**src/rtl/smfs_pkg.sv**
```systemverilog
package smfs_pkg;
  localparam int SMF_N     = 2;
  localparam int MF_FRAMES = 16;
  localparam int FIDX_W    = $clog2(MF_FRAMES);

  // Transmit frame carrying the Si bit for submultiframe i: 13, 15
  function automatic logic [FIDX_W-1:0] si_frame(input int i);
    return FIDX_W'(MF_FRAMES - 3 + 2 * i);
  endfunction

  // Flag value latched at a multiframe boundary
  function automatic logic smf_flag(input logic sync_now, input logic lost_acc,
                                    input logic err_acc);
    return sync_now & ~lost_acc & ~err_acc;
  endfunction
endpackage

```
**src/rtl/smfs_shadow.sv**
```systemverilog
module smfs_shadow #(
  parameter int N = smfs_pkg::SMF_N
) (
  input  logic         clk,
  input  logic         rst_n,
  input  logic         mf_start,
  input  logic         sync_ok,
  input  logic [N-1:0] err_in,
  output logic [N-1:0] err_acc,
  output logic         lost_acc
);
  // Errors on the strobe edge belong to the new multiframe
  always_ff @(posedge clk or negedge rst_n) begin
    if (!rst_n) begin
      err_acc  <= '0;
      lost_acc <= 1'b1;
    end else if (mf_start) begin
      err_acc  <= err_in;
      lost_acc <= ~sync_ok;
    end else begin
      err_acc  <= err_acc | err_in;
      lost_acc <= lost_acc | ~sync_ok;
    end
  end

  p_lost_sticky_r3: assert property (@(posedge clk) disable iff (!rst_n)
    (!mf_start && !sync_ok) |=> lost_acc);
  p_err_sticky_r4: assert property (@(posedge clk) disable iff (!rst_n)
    (!mf_start && (err_in != '0)) |=> ((err_acc & $past(err_in)) == $past(err_in)));
endmodule

```
**src/rtl/smfs_flags.sv**
```systemverilog
module smfs_flags #(
  parameter int N = smfs_pkg::SMF_N
) (
  input  logic         clk,
  input  logic         rst_n,
  input  logic         mf_start,
  input  logic         sync_ok,
  input  logic         crc_fmt,
  input  logic [N-1:0] err_acc,
  input  logic         lost_acc,
  output logic [N-1:0] flag_q,
  output logic [N-1:0] flag_vis
);
  for (genvar i = 0; i < N; i++) begin : g_flag
    always_ff @(posedge clk or negedge rst_n) begin
      if (!rst_n)        flag_q[i] <= 1'b0;
      else if (mf_start) flag_q[i] <= smfs_pkg::smf_flag(sync_ok, lost_acc, err_acc[i]);
    end

    p_err_clears_r4: assert property (@(posedge clk) disable iff (!rst_n)
      (mf_start && err_acc[i]) |=> !flag_q[i]);
  end

  assign flag_vis = crc_fmt ? flag_q : '1;

  p_dblfrm_ones_r1: assert property (@(posedge clk) disable iff (!rst_n)
    !crc_fmt |-> (flag_vis == '1));
  p_hold_r2: assert property (@(posedge clk) disable iff (!rst_n)
    !mf_start |=> $stable(flag_q));
  p_lost_zero_r3: assert property (@(posedge clk) disable iff (!rst_n)
    (mf_start && (lost_acc || !sync_ok)) |=> (flag_q == '0));
  p_clean_one_r5: assert property (@(posedge clk) disable iff (!rst_n)
    (mf_start && sync_ok && !lost_acc && (err_acc == '0)) |=> (flag_q == '1));
endmodule

```
**src/rtl/smfs_si_ins.sv**
```systemverilog
module smfs_si_ins #(
  parameter int N  = smfs_pkg::SMF_N,
  parameter int FW = smfs_pkg::FIDX_W
) (
  input  logic          clk,
  input  logic          rst_n,
  input  logic [N-1:0]  flag_vis,
  input  logic          auto_en,
  input  logic          transp,
  input  logic [FW-1:0] frame_idx,
  input  logic          si_in,
  output logic          si_out
);
  logic          ins_ok;
  logic [N-1:0]  hit;

  assign ins_ok = auto_en & ~transp;

  for (genvar i = 0; i < N; i++) begin : g_hit
    assign hit[i] = (frame_idx == smfs_pkg::si_frame(i));
  end

  always_comb begin
    si_out = si_in;
    for (int i = 0; i < N; i++) begin
      if (ins_ok && hit[i]) si_out = flag_vis[i];
    end
  end

  p_ins13_r7: assert property (@(posedge clk) disable iff (!rst_n)
    (auto_en && !transp && frame_idx == FW'(13)) |-> (si_out == flag_vis[0]));
  p_ins15_r7: assert property (@(posedge clk) disable iff (!rst_n)
    (auto_en && !transp && frame_idx == FW'(15)) |-> (si_out == flag_vis[N-1]));
  p_blocked_r8: assert property (@(posedge clk) disable iff (!rst_n)
    (!auto_en || transp) |-> (si_out == si_in));
  p_other_r9: assert property (@(posedge clk) disable iff (!rst_n)
    (frame_idx != FW'(13) && frame_idx != FW'(15)) |-> (si_out == si_in));
endmodule

```
**src/rtl/e1_smf_status.sv**
```systemverilog
module e1_smf_status (
  input  logic       clk,
  input  logic       rst_n,
  input  logic       rx_mf_start,
  input  logic [1:0] rx_smf_err,
  input  logic       rx_mf_sync,
  input  logic       crc_fmt,
  input  logic       tx_auto_en,
  input  logic       ts0_transp,
  input  logic [3:0] tx_frame_idx,
  input  logic       tx_si_in,
  output logic [1:0] status_flag,
  output logic       tx_si_out
);
  localparam int N  = smfs_pkg::SMF_N;
  localparam int FW = smfs_pkg::FIDX_W;

  logic [N-1:0] err_acc;
  logic         lost_acc;
  logic [N-1:0] flag_q;

  smfs_shadow #(.N(N)) u_shadow (
    .clk(clk), .rst_n(rst_n), .mf_start(rx_mf_start), .sync_ok(rx_mf_sync),
    .err_in(rx_smf_err), .err_acc(err_acc), .lost_acc(lost_acc)
  );

  smfs_flags #(.N(N)) u_flags (
    .clk(clk), .rst_n(rst_n), .mf_start(rx_mf_start), .sync_ok(rx_mf_sync),
    .crc_fmt(crc_fmt), .err_acc(err_acc), .lost_acc(lost_acc),
    .flag_q(flag_q), .flag_vis(status_flag)
  );

  smfs_si_ins #(.N(N), .FW(FW)) u_si (
    .clk(clk), .rst_n(rst_n), .flag_vis(status_flag), .auto_en(tx_auto_en),
    .transp(ts0_transp), .frame_idx(tx_frame_idx), .si_in(tx_si_in),
    .si_out(tx_si_out)
  );

  p_reset_zero_r6: assert property (@(posedge clk) disable iff (!rst_n)
    ($rose(rst_n) && crc_fmt) |-> (status_flag == 2'b00));
endmodule

```
**config.mk**
```make
export PLATFORM = sky130hd
export DESIGN_NAME = e1_smf_status
export DESIGN_NICKNAME = d
export VERILOG_FILES = /design/src/rtl/smfs_pkg.sv /design/src/rtl/smfs_shadow.sv /design/src/rtl/smfs_flags.sv /design/src/rtl/smfs_si_ins.sv /design/src/rtl/e1_smf_status.sv
export SDC_FILE = /design/constraint.sdc
export NUM_CORES = 1
export LEC_CHECK = 0
export BUFFER_PORTS_ARGS = -buffer_cell sky130_fd_sc_hd__clkbuf_2
export CORE_AREA = 2 2 39 41
export CTS_CLUSTER_SIZE = 30
export DETAILED_ROUTE_END_ITERATION = 16
export DIE_AREA = 0 0 41 43
export SLEW_MARGIN = 20
export SYNTH_ARGS = -nofsm -noshare
export SYNTH_HDL_FRONTEND = slang
export SYNTH_SLANG_ARGS = --single-unit
```
**constraint.sdc**
```tcl
create_clock -name clk -period 1.81 [get_ports clk]
set_input_delay 0.181 -clock clk [delete_from_list [all_inputs] [get_ports clk]]
set_output_delay 0.181 -clock clk [all_outputs]
set_load 0.05 [all_outputs]
```
Word-level counts from Yosys, hierarchy flattened
Index checks and enable logic that the tools add are counted.
{"block": "totals", "out_inout_bits": 3, "wordCells": 24, "mem_count": 0, "latchBits": 0, "ff_bits": 5, "mem_bits_rw": 0, "rom_bits": 0}
{"block": "op_classes", "add_sub_neg": 0, "div": 0, "order_cmp": 0, "mux": 5, "n_reduce_logical": 2, "bitwise": 11, "mul": 0, "n_eq_ne": 2, "shifts": 0}
{"operator": "== test 4 bit, second input constant", "n": 2}
{"operator": "inverter 1 bit", "n": 5}
{"operator": "bitwise AND 1 bit", "n": 4}
{"operator": "2-to-1 mux 2 bit", "n": 2}
{"operator": "2-to-1 mux 1 bit", "n": 3}
{"operator": "logical AND 1 bit", "n": 2}
{"operator": "OR 2 bit", "n": 1}
{"operator": "OR 1 bit", "n": 1}

Depth between registers and ports, before layout
Gate-level depths: netlist of run 1.
{"block": "depth", "word_depth": 5, "ltp_mapped": 3}

Cells and area by module
From an unflattened synthesis of run 1, not the netlist that was laid out.
{"block": "hier_totals", "cells_unflattened": 20, "hier_area_um2": 235.2}
{"module": "smfs_shadow", "cells_per_inst": 8, "area_per_inst_um2": 103.8, "instances": 1, "seq_area_each_um2": 76.3}
{"module": "smfs_flags", "cells_per_inst": 8, "area_per_inst_um2": 100.1, "instances": 1, "seq_area_each_um2": 50.0}
{"module": "smfs_si_ins", "cells_per_inst": 4, "area_per_inst_um2": 31.3, "instances": 1, "seq_area_each_um2": 0.0}

Worst setup path after synthesis of run 1
OpenSTA, ideal clock, no wires.
{"block": "synth_timing", "path_type": "flip-flop to output port", "startpoint": "reg u_flags.flag_q[1]", "endpoint": "out tx_si_out", "t_required_ns": 1.629, "n_path_buf": 0, "t_arrival_ns": 1.476, "slack_ns": 0.153, "path_stages_with_launch": 4, "path_cell_list": "dfrtp_1 or2b_1 mux2_2 mux2_2"}
{"block": "synth_via", "elab_chain_cells": 2}
{"element": "start: declaration", "line_no": "smfs_flags.sv:11", "source": "output logic [N-1:0] flag_q,"}
{"element": "start signal: indexed assignment", "line_no": "smfs_flags.sv:17", "source": "else if (mf_start) flag_q[i] <= smfs_pkg::smf_flag(sync_ok, lost_acc, err_acc[i]);"}
{"element": "2-to-1 mux 2 bit", "line_no": "smfs_flags.sv:24", "source": "assign flag_vis = crc_fmt ? flag_q : '1;"}
{"element": "via status_flag[1]", "line_no": "e1_smf_status.sv:12", "source": "output logic [1:0] status_flag,"}
{"element": "2-to-1 mux 1 bit", "line_no": "smfs_si_ins.sv:26", "source": "if (ins_ok && hit[i]) si_out = flag_vis[i];"}
{"element": "end: declaration", "line_no": "e1_smf_status.sv:13", "source": "output logic tx_si_out"}
The timed path passes the listed nets, and every way through them passes these cells.

Final worst setup path of run 1
{"block": "layout_timing", "startpoint": "reg u_flags.flag_q[1]", "endpoint": "out tx_si_out"}
{"block": "layout_via", "elab_chain_cells": 2}
{"element": "2-to-1 mux 2 bit", "line_no": "smfs_flags.sv:24"}
{"element": "2-to-1 mux 1 bit", "line_no": "smfs_si_ins.sv:26"}
Every way passes these cells.

==> metrics.yaml, run 1 <==
run_status:
  status: "finished, final reports clean"
grt:
  grt_pass1_vias: 218
  grt_start_max_net_pins: 7
  grtUsageTotal_pct: 6.98
  gr-total-overflow: 0
  grt_first_pass_wirelength_um: 738
  antenna_found_initial: 0
timing:
  fin_ws_ns: 0.0729
  fmax_mhz: 576
  worstMarginPinSlew_ns: 0.277
  slew_violations: 0
  fin_crit_ns: 1.74
  finalSetupTns_ns: 0
  rsz0062_at_grt: "false"
  finalHoldViolations: 0
  fin_crit_sh_pct: 96.0
  hold_ws_ns: 0.0992
  finalSetupViolCount: 0
  slew_headroom_pct: 81.6
  skew_ns: 0.00416
yosys:
  yosys_warnings: 0
  syn_avg_cell_area_sq_um: 11.0
  synth.distinct_cells: 12
  ys_seq_area_share_pct: 54.9
  netlist_area_sq_um: 230
  synth_top_area_share_pct: 43.5
  synth.area.top_cells: "dfrtp_1 (43%), dfstp_2 (11%), mux2_2 (9.8%)"
  yosys.area.top_type: "dfrtp_1"
  syn-num-nets: 35
  ys_ff_latch: 5
  netlist_instances: 21
floorplan:
  die_h_um: 43
  dieArea_sq_um: 1760
  coreArea_sq_um: 1380
  ios: 17
  num_rows: 14
  die_w_um: 41
  start_util_pct: 16.6
job:
  max_cap_viol_count: 0
placed_design:
  dp_slack_ns: 0.290
  dp_hpwl_um: 381
  io_buffer_count: 16
  dp.cells: 53
  place.gp.congestion: 0.644
finish:
  n_antenna_cell: 0
  nNetsFinal: 57
  nFillCells: 154
  finish.utilization_pct: 26.5
  stdcell_count: 58
  area_growth_pct: 59.2
  drive_gt1_share_pct: 54.8
  final-seq-area_sq_um: 126
  multi_input_area_sq_um: 96.3
pwr:
  leakage_nw: 0.195
  vdd_drop_max_uv: 337
  power.density_nw_per_um2: 826
critical_path:
  worstReg2RegEnd: "u_flags.flag_q[0]"
  cp_slowest_cell: "dfrtp_1"
  crit_buf_inv: 1
  r2r_cells: 3
  critPathKind: "flop to primary output"
  critical_path_arrival_ns: 1.56
  worst-r2r-setup-slack_ns: 1.00
  critPathMaxStageDelay_ns: 0.37
  worstReg2RegStart: "u_shadow.lost_acc"
  crit_path_start_kind: "flop"
  cp_common_cell: "mux2_2"
  cp_top_family: "multiplexers"
  crit_required_ns: 1.63
  endpoint_kind: "primary output"
  path_cells: "or2b_1, mux2_2, mux2_2, buf_2"
  path_max_fanout: 2
clocking:
  cts_tree: "done"
  clock_sinks: 5
  postCtsSetupRepairBufs: 0
  htreeDepth: 1
  cts-buffers-inserted: 3
  clock-root-buffer: "clkbuf_4"
  clk_latency_ns: 0.24
  cts.clk_slew.worst_paths_ns: 0.04
  clockBufferDepth: 2
hold_path:
  whs_path_depth: 2
  hp-start: "rx_mf_sync"
  hold-path-endpoint: "u_shadow.lost_acc"
  hold_class: "input pin to flop"
drt:
  drtAntennaViolNets: 0
  dr.first_iter.drc_count: 1
  vias_per_cell: 3.97
  wl_per_cell_um: 7.98
  first_pass_iters: 2
  routed_wl_um: 463
  vias: 230
  route.detailed.drc: 0
[sequential cells by signal (all words and copies together) (netlist names)]
name / count
u_flags.flag_q: 2
u_shadow.lost_acc: 1
u_shadow.err_acc: 2
[layer usage]
metal / wire length (um) / vias to the layer above / GRT usage (%)
met3: 96 / 0 / 9.42
met1: 166 / 98 / 5.26
met5: 0 / - / 0
li1: - / 115 / -
met4: 0 / 0 / 2.00
met2: 200 / 17 / 10.0
[cell families after synthesis]
family | after synthesis | synth area share [%]
AO/OA/AOI/OAI | 5 | 15.2
multiplexers | 2 | 9.78
flip-flops | 5 | 54.9
buffers and inverters | 2 | 3.26
AND/OR/NAND/NOR | 7 | 16.8
[cells in the final DEF, fill, tap and decap left out, drive strengths merged]
master / count
inv: 2
mux2: 2
or2b: 2
nor2b: 1
nand2: 3
dfstp: 1
clkbuf: 19
dlygate4sd3: 1
dfrtp: 4
o31ai: 2
o21ai: 1
nand4: 1
a21o: 2
buf: 1
[where the power goes]
part | internal [mW] | switching, mW
Sequential | 0.120 | 0.00260
Clock | 0.0833 | 0.0443
Combinational | 0.0231 | 0.0302
Total | 0.226 | 0.0771
[how the worst max path moves through the flow]
| stage | from | depth (start not counted) | slack [ns] | end |
|---|---|---|---|---|
| floorplan | u_flags.flag_q[1] | 3 | 0.15 | tx_si_out |
| global placement | u_flags.flag_q[1] | 4 | 0.31 | tx_si_out |
| detailed placement | u_flags.flag_q[1] | 4 | 0.29 | tx_si_out |
| CTS | u_flags.flag_q[1] | 4 | 0.02 | tx_si_out |
| global route | u_flags.flag_q[1] | 4 | 0.0003 | tx_si_out |
| finish | u_flags.flag_q[1] | 4 | 0.07 | tx_si_out |
[cells in the mapped netlist]
| library cell | instances |
|---|---|
| dfrtp_1 | 4 |
| nand2_1 | 3 |
| a21o_1 | 2 |
| mux2_2 | 2 |
| o31ai_1 | 2 |
| or2b_1 | 2 |
| dfstp_2 | 1 |
| inv_1 | 1 |
| inv_2 | 1 |
| nand4_1 | 1 |
| nor2b_1 | 1 |
| o21ai_0 | 1 |
[timing repair]
action	in CTS	in global routing
hold buffers	1	0
gates resized for setup	0	1
setup endpoints to repair	0	1
endpoints found under the hold margin	5	0
[cell type report]
| class | instances | share of cell area (%) |
|---|---|---|
| clock buffers | 4 | 7.17 |
| repair buffers | 17 | 24.6 |
| multi-input cells | 14 | 26.3 |
| well taps | 16 | 5.46 |
| flip-flops and latches | 5 | 34.5 |
| inverters | 2 | 2.05 |
[stage by stage]
stage	total power, mW	area (sq um)
floorplan	0.154	230
global route	0.332	367
finish	0.303	367
detailed placement	0.176	330
global placement	0.175	330
CTS	0.310	367
[worst reg2reg max path, stage by stage, from the launching register on]
cell and delay, ns:
dfstp_2 0.51, inv_1 0.04, nand2_1 0.08, o31ai_1 0.07
(Power assumes the default switching activity.)
==> run 2, diff against run 1 <==
Settings changed: PLACE_DENSITY_LB_ADDON set to 0.15.
==> run 2 against run 1 <==
Against the previous run:
- global-route usage is 0.19 points higher
- sequential share of layout area did not move
- largest power group unchanged
- count of clock-buffer cells in the layout did not move
- critical path type unchanged
==> metrics.yaml, run 2 (synthesis gave the netlist of run 1 again) <==
pwr:
  power.density_nw_per_um2: 829  # +0.33%
  leakage_nw: 0.195  # unchanged
  vdd_drop_max_uv: 293  # -13%
placed_design:
  place.gp.congestion: 0.677  # +5.1%
  io_buffer_count: 16  # unchanged
  dp.cells: 53  # unchanged
  dp_hpwl_um: 406  # +6.5%
  dpl_cell_area_sq_um: 330  # unchanged
  dp_slack_ns: 0.283  # -0.00668 ns
drt:
  first_pass_iters: 4  # +2
  wl_per_cell_um: 8.21  # +2.8%
  vias: 216  # -6.1%
  routed_wl_um: 476  # +2.8%
  route.detailed.drc: 0  # unchanged
  vias_per_cell: 3.72  # -6.1%
  dr.first_iter.drc_count: 4  # +3
  drtAntennaViolNets: 0  # unchanged
finish:
  stdcell_count: 58  # unchanged
  final-seq-area_sq_um: 126  # unchanged
  mostFrequentLayoutCells: "clkbuf_2 (15), dfrtp_1 (4), nand2_1 (3), clkbuf_4 (3)"
  multi_input_area_sq_um: 96.3  # unchanged
  area_growth_pct: 59.2  # unchanged
  nNetsFinal: 57  # unchanged
  layout_commonest_cell: "clkbuf_2"
  final_cell_area_sq_um: 367  # unchanged
  nFillCells: 161  # +4.5%
  drive_gt1_share_pct: 54.8  # unchanged
  reg_top3: "u_flags.flag_q (2), u_shadow.err_acc (2), u_shadow.lost_acc (1)"
  n_antenna_cell: 0  # unchanged
  finish.utilization_pct: 26.5  # unchanged
hold_path:
  hp-start: "rx_smf_err[0]"
  hold-path-endpoint: "u_shadow.err_acc[0]"
  hold_class: "input pin to flop"
  whs_path_depth: 2  # unchanged
timing:
  fin_crit_ns: 1.75  # +0.00900 ns
  rsz0062_at_grt: "false"
  slew_headroom_pct: 81.5  # about the same
  finalSetupTns_ns: 0  # unchanged
  finalHoldViolations: 0  # unchanged
  slew_violations: 0  # unchanged
  fin_ws_ns: 0.0639  # -0.00900 ns
  finalSetupViolCount: 0  # unchanged
  fmax_mhz: 573  # -0.52%
  worstMarginPinSlew_ns: 0.278  # +0.00119 ns
  skew_ns: 0.0000692  # -0.00409 ns
  fin_crit_sh_pct: 96.5  # +0.50 points
grt:
  grt_pass1_vias: 210  # -3.7%
  grt_start_max_net_pins: 7  # unchanged
  grt_first_pass_wirelength_um: 745  # +0.95%
  antenna_found_initial: 0  # unchanged
  gr-total-overflow: 0  # unchanged
  grtUsageTotal_pct: 7.17  # +0.19 points
critical_path:
  crit_path_start_kind: "flop"
  crit_required_ns: 1.63  # about the same
  path_max_fanout: 2  # unchanged
  path_cells: "or2b_1, mux2_2, mux2_2, buf_2"
  critical_path_arrival_ns: 1.57  # about the same
  cp_slowest_cell: "dfrtp_1"
  worstReg2RegEnd: "u_flags.flag_q[1]"
  worst-r2r-setup-slack_ns: 0.99  # about the same
  endpoint_kind: "primary output"
  worstReg2RegStart: "u_shadow.lost_acc"
  r2r_cells: 3  # unchanged
  critPathKind: "flop to primary output"
  critPathMaxStageDelay_ns: 0.37  # about the same
  crit_buf_inv: 1  # unchanged
  cp_common_cell: "mux2_2"
  cp_top_family: "multiplexers"
clocking:
  clock_sinks: 5  # unchanged
  postCtsSetupRepairBufs: 0  # unchanged
  clock-root-buffer: "clkbuf_4"
  cts-buffers-inserted: 3  # unchanged
  clk_latency_ns: 0.24  # about the same
  cts.clk_slew.worst_paths_ns: 0.04  # about the same
  clockBufferDepth: 2  # unchanged
  cts_tree: "done"
  htreeDepth: 1  # unchanged
floorplan:
  ios: 17  # unchanged
  dieArea_sq_um: 1760  # unchanged
  start_util_pct: 16.6  # unchanged
  die_w_um: 41  # unchanged
  num_rows: 14  # unchanged
  coreArea_sq_um: 1380  # unchanged
  die_h_um: 43  # unchanged
job:
  max_cap_viol_count: 0  # unchanged
run_status:
  status: "finished, final reports clean"
[run 2: metal layers]
metal  routed length [um]  GRT usage (%)  vias to the layer above
met2                  232           10.0                       12
met5                    0              0                        -
met4                    0           6.00                        0
met1                  186           5.90                       88
met3                   57           6.28                        0
li1                     -              -                      116
[run 2: worst register-to-register path, stage by stage (launching register included)]
cell,delay [ns]
dfstp_2,0.51
inv_1,0.04
nand2_1,0.08
o31ai_1,0.07
[run 2: worst max path at each step]
| stage | startpoint | end | slack (ns) | depth (start not counted) |
|---|---|---|---|---|
| after floorplan | u_flags.flag_q[1] | tx_si_out | 0.15 | 3 |
| after global placement | u_flags.flag_q[1] | tx_si_out | 0.30 | 4 |
| after detailed placement | u_flags.flag_q[1] | tx_si_out | 0.28 | 4 |
| after CTS | u_flags.flag_q[1] | tx_si_out | 0.01 | 4 |
| after global routing | u_flags.flag_q[0] | tx_si_out | 0.001 | 4 |
| final | u_flags.flag_q[1] | tx_si_out | 0.06 | 4 |
[run 2: power breakdown]
part	internal (mW)	total (mW)	leakage (nW)	switching [mW]
combinational	0.0230	0.0533	0.121	0.0302
clock	0.0833	0.128	0.0150	0.0450
sequential	0.120	0.122	0.0596	0.00281
total	0.226	0.304	0.195	0.0780
[run 2: layout make-up]
| cell class | count | area share (%) |
|---|---|---|
| Clock buffer | 4 | 7.17 |
| Sequential cell | 5 | 34.5 |
| Inverter | 2 | 2.05 |
| Timing Repair Buffer | 17 | 24.6 |
| Tap cell | 16 | 5.46 |
| Multi-Input combinational cell | 14 | 26.3 |
[run 2: what timing repair did]
| item | in CTS | in global routing |
|---|---|---|
| endpoints found under the setup margin | 0 | 1 |
| gates resized for setup | 0 | 1 |
| hold buffers | 1 | 0 |
| endpoints found under the hold margin | 5 | 0 |
[run 2: metrics by stage]
stage / power, mW / hold slack, ns
floorplan: 0.154 / -0.115
global placement: 0.175 / 0.00354
detailed placement: 0.176 / 0.00292
CTS: 0.314 / 0.104
global route: 0.326 / 0.100
finish: 0.304 / 0.115
==> run 3, diff against run 2 <==
Settings changed: ABC_AREA set to 1.
==> run 3 against run 2 <==
Against the previous run:
- core utilization grew 3.9 points
- sequential power barely moved
- cell area increased by 15%
- synthesized area up 23%
- critical path depth increased by 1
- via count rose by 35%
- register-to-register slack is essentially flat
- cell count is 31% higher
- clock skew is 0.0046 ns higher
- sequential share of layout area down 4.4 points
- critical path type unchanged
- highest routed layer unchanged
==> metrics.yaml, run 3 <==
run_status:
  status: "finished, final reports clean"
grt:
  antenna_found_initial: 0  # unchanged
  grtUsageTotal_pct: 8.69  # +1.5 points
  grt_start_max_net_pins: 7  # unchanged
  grtUsageMet2_pct: 10.6  # +0.62 points
  globalRouteMet3Util_pct: 7.85  # +1.6 points
  grt_first_pass_wirelength_um: 910  # +22%
  busiest_layer: "met2"
  grt.met1_usage_pct: 8.20  # +2.3 points
  grt_pass1_vias: 259  # +23%
  gr-total-overflow: 0  # unchanged
timing:
  finalSetupViolCount: 0  # unchanged
  fin_crit_ns: 1.39  # -0.355 ns
  fmax_mhz: 719  # +25%
  slew_headroom_pct: 81.6  # +0.086 points
  fin_crit_sh_pct: 76.9  # -20 points
  finalSetupTns_ns: 0  # unchanged
  slew_violations: 0  # unchanged
  hold_ws_ns: 0.106  # -0.00878 ns
  worstMarginPinSlew_ns: 0.277  # -0.00130 ns
  finalHoldViolations: 0  # unchanged
  skew_ns: 0.00463  # +0.00456 ns
  rsz0062_at_grt: "false"
finish:
  layout_commonest_cell: "clkbuf_2"
  drive_gt1_share_pct: 38.3  # -16 points
  mostFrequentLayoutCells: "clkbuf_2 (16), inv_1 (11), nand2_1 (7)"
  reg_top3: "u_flags.flag_q (2), u_shadow.err_acc (2), u_shadow.lost_acc (1)"
  nNetsFinal: 75  # +32%
  area_growth_pct: 48.0
  n_antenna_cell: 0  # unchanged
yosys:
  synth.most_common_cell: "inv_1"
  synth_top_area_share_pct: 35.2  # -8.2 points
  ys_ff_latch: 5  # unchanged
  ys_top_cells_by_count: "inv_1 (11), nand2_1 (7), nand3_1 (5), dfrtp_1 (4), nor2_1 (3)"
  netlist_instances: 39  # +86%
  yosys_warnings: 0  # unchanged
  synth.area.top_cells: "dfrtp_1 (35%), inv_1 (15%), dfstp_2 (9.3%)"
  yosys.area.top_type: "dfrtp_1"
  synth_edf_count: 0  # unchanged
  synth_async_sr_flop_share_pct: 100  # unchanged
  syn_avg_cell_area_sq_um: 7.28  # -34%
  ys_seq_area_share_pct: 44.5  # -10 points
  syn-num-nets: 53  # +51%
  synth_flop_cell: "dfrtp_1"
  synth.distinct_cells: 12  # unchanged
  netlist_area_sq_um: 284  # +23%
placed_design:
  io_buffer_count: 16  # unchanged
  dp_hpwl_um: 472  # +16%
  place.gp.congestion: 0.681  # +0.62%
drt:
  route.detailed.drc: 0  # unchanged
  vias_per_cell: 3.84  # +3.2%
  first_pass_iters: 4  # unchanged
  routed_wl_um: 597  # +25%
  wl_per_cell_um: 7.86  # -4.3%
  dr.first_iter.drc_count: 7  # +3
  vias: 292  # +35%
  drtAntennaViolNets: 0  # unchanged
critical_path:
  critPathKind: "flop to primary output"
  cp_common_cell: "nand3_1"
  r2r_cells: 3  # unchanged
  critical_path_arrival_ns: 1.21  # -0.36 ns
  endpoint_kind: "primary output"
  path_max_fanout: 2  # unchanged
  cp_slowest_cell: "dfrtp_1"
  crit_path_start_kind: "flop"
  crit_buf_inv: 1  # unchanged
  crit_required_ns: 1.63  # about the same
  critPathMaxStageDelay_ns: 0.37  # about the same
  worstReg2RegEnd: "u_flags.flag_q[0]"
  cp_top_family: "flip-flops"
  worstReg2RegStart: "u_shadow.lost_acc"
  worst-r2r-setup-slack_ns: 1.00  # about the same
  path_cells: "nor2_1, nand3_1, nand3_1, nand2_1, clkbuf_2"
hold_path:
  hp-start: "rx_mf_sync"
  whs_path_depth: 2  # unchanged
  hold-path-endpoint: "u_shadow.lost_acc"
  hold_class: "input pin to flop"
floorplan:
  start_util_pct: 20.5  # +3.9 points
  die_h_um: 43  # unchanged
  coreArea_sq_um: 1380  # unchanged
  num_rows: 14  # unchanged
  dieArea_sq_um: 1760  # unchanged
  ios: 17  # unchanged
  die_w_um: 41  # unchanged
clocking:
  cts_tree: "done"
  htreeDepth: 1  # unchanged
  clk_latency_ns: 0.24  # about the same
  clock-root-buffer: "clkbuf_4"
  cts_hold_buffers: 1  # unchanged
  clock_sinks: 5  # unchanged
  clockBufferDepth: 2  # unchanged
  postCtsSetupRepairBufs: 0  # unchanged
  cts_resized: 0  # unchanged
  cts-buffers-inserted: 3  # unchanged
  cts.clk_slew.worst_paths_ns: 0.04  # about the same
pwr:
  power.density_nw_per_um2: 741  # -11%
  leakage_nw: 0.250  # +28%
  power_mw: 0.312  # +2.6%
  vdd_drop_max_uv: 339  # +16%
job:
  max_cap_viol_count: 0  # unchanged
## run 3: changes by cell type in the layout (fill, tap and decap cells not counted), moves of 2 or more
| cell | delta |
|---|---|
| o21bai_1 | +2 |
| o22ai_1 | +2 |
| mux2_2 | -2 |
| nand3_1 | +5 |
| o31ai_1 | -2 |
| a21o_1 | -2 |
| inv_1 | +10 |
| nand2_1 | +4 |
| nor2_1 | +3 |
| or2b_1 | -2 |
## run 3: layer usage
metal	vias to the layer above	share of wire (%)	wire length, um
met5	-	0	0
met4	0	0	0
met3	0	6.5	39
met2	9	49	290
met1	122	45	267
li1	161	-	-
## run 3: logic make-up (layout without fill, tap and decap cells)
family                 after synthesis  count (layout)  share of synthesized area (%)
AOI/OAI and AO/OA                    5               5                           11.4
buffers and inverters               12              33                           15.9
DFF                                  5               5                           44.5
and+or+nand+nor                     17              17                           28.2
## run 3: layout make-up
| type | instances | area [sq um] |
|---|---|---|
| repair buffers | 17 | 90.1 |
| clock buffers | 4 | 26.3 |
| flip-flops and latches | 5 | 126 |
| well taps | 16 | 20.0 |
| multi-input cells | 22 | 113 |
| fillers | 166 | 963 |
| inverters | 12 | 45.0 |
## run 3: worst reg2reg max path: cells and delay by family, from the launching register on
kind / cells / cell delay, ns
AO/OA/AOI/OAI: 1 / 0.07
AND/OR/NAND/NOR: 1 / 0.08
flip-flops: 1 / 0.51
buffers and inverters: 1 / 0.04
## run 3: power by group
group / total (mW) / switching (mW) / internal, mW
registers: 0.122 / 0.00238 / 0.120
clock network: 0.127 / 0.0435 / 0.0832
logic: 0.0631 / 0.0396 / 0.0234
total: 0.312 / 0.0855 / 0.226
## run 3: metrics by stage
stage	setup WS, ns	instance area [sq um]	util, %	cells
floorplan	0.442	284	-	39
global placement	0.685	384	27.8	71
detailed placement	0.671	384	27.8	71
CTS	0.403	420	30.4	76
global route	0.331	420	30.4	76
finish	0.418	420	30.4	76
## run 3: how the worst max path moves through the flow
stage                endpoint  depth (start not counted)         startpoint  slack (ns)
floorplan           tx_si_out                          4  u_flags.flag_q[1]        0.44
global placement    tx_si_out                          8    tx_frame_idx[0]        0.69
detailed placement  tx_si_out                          5  u_flags.flag_q[0]        0.67
CTS                 tx_si_out                          5  u_flags.flag_q[0]        0.40
global route        tx_si_out                          5  u_flags.flag_q[0]        0.33
finish              tx_si_out                          5  u_flags.flag_q[0]        0.42
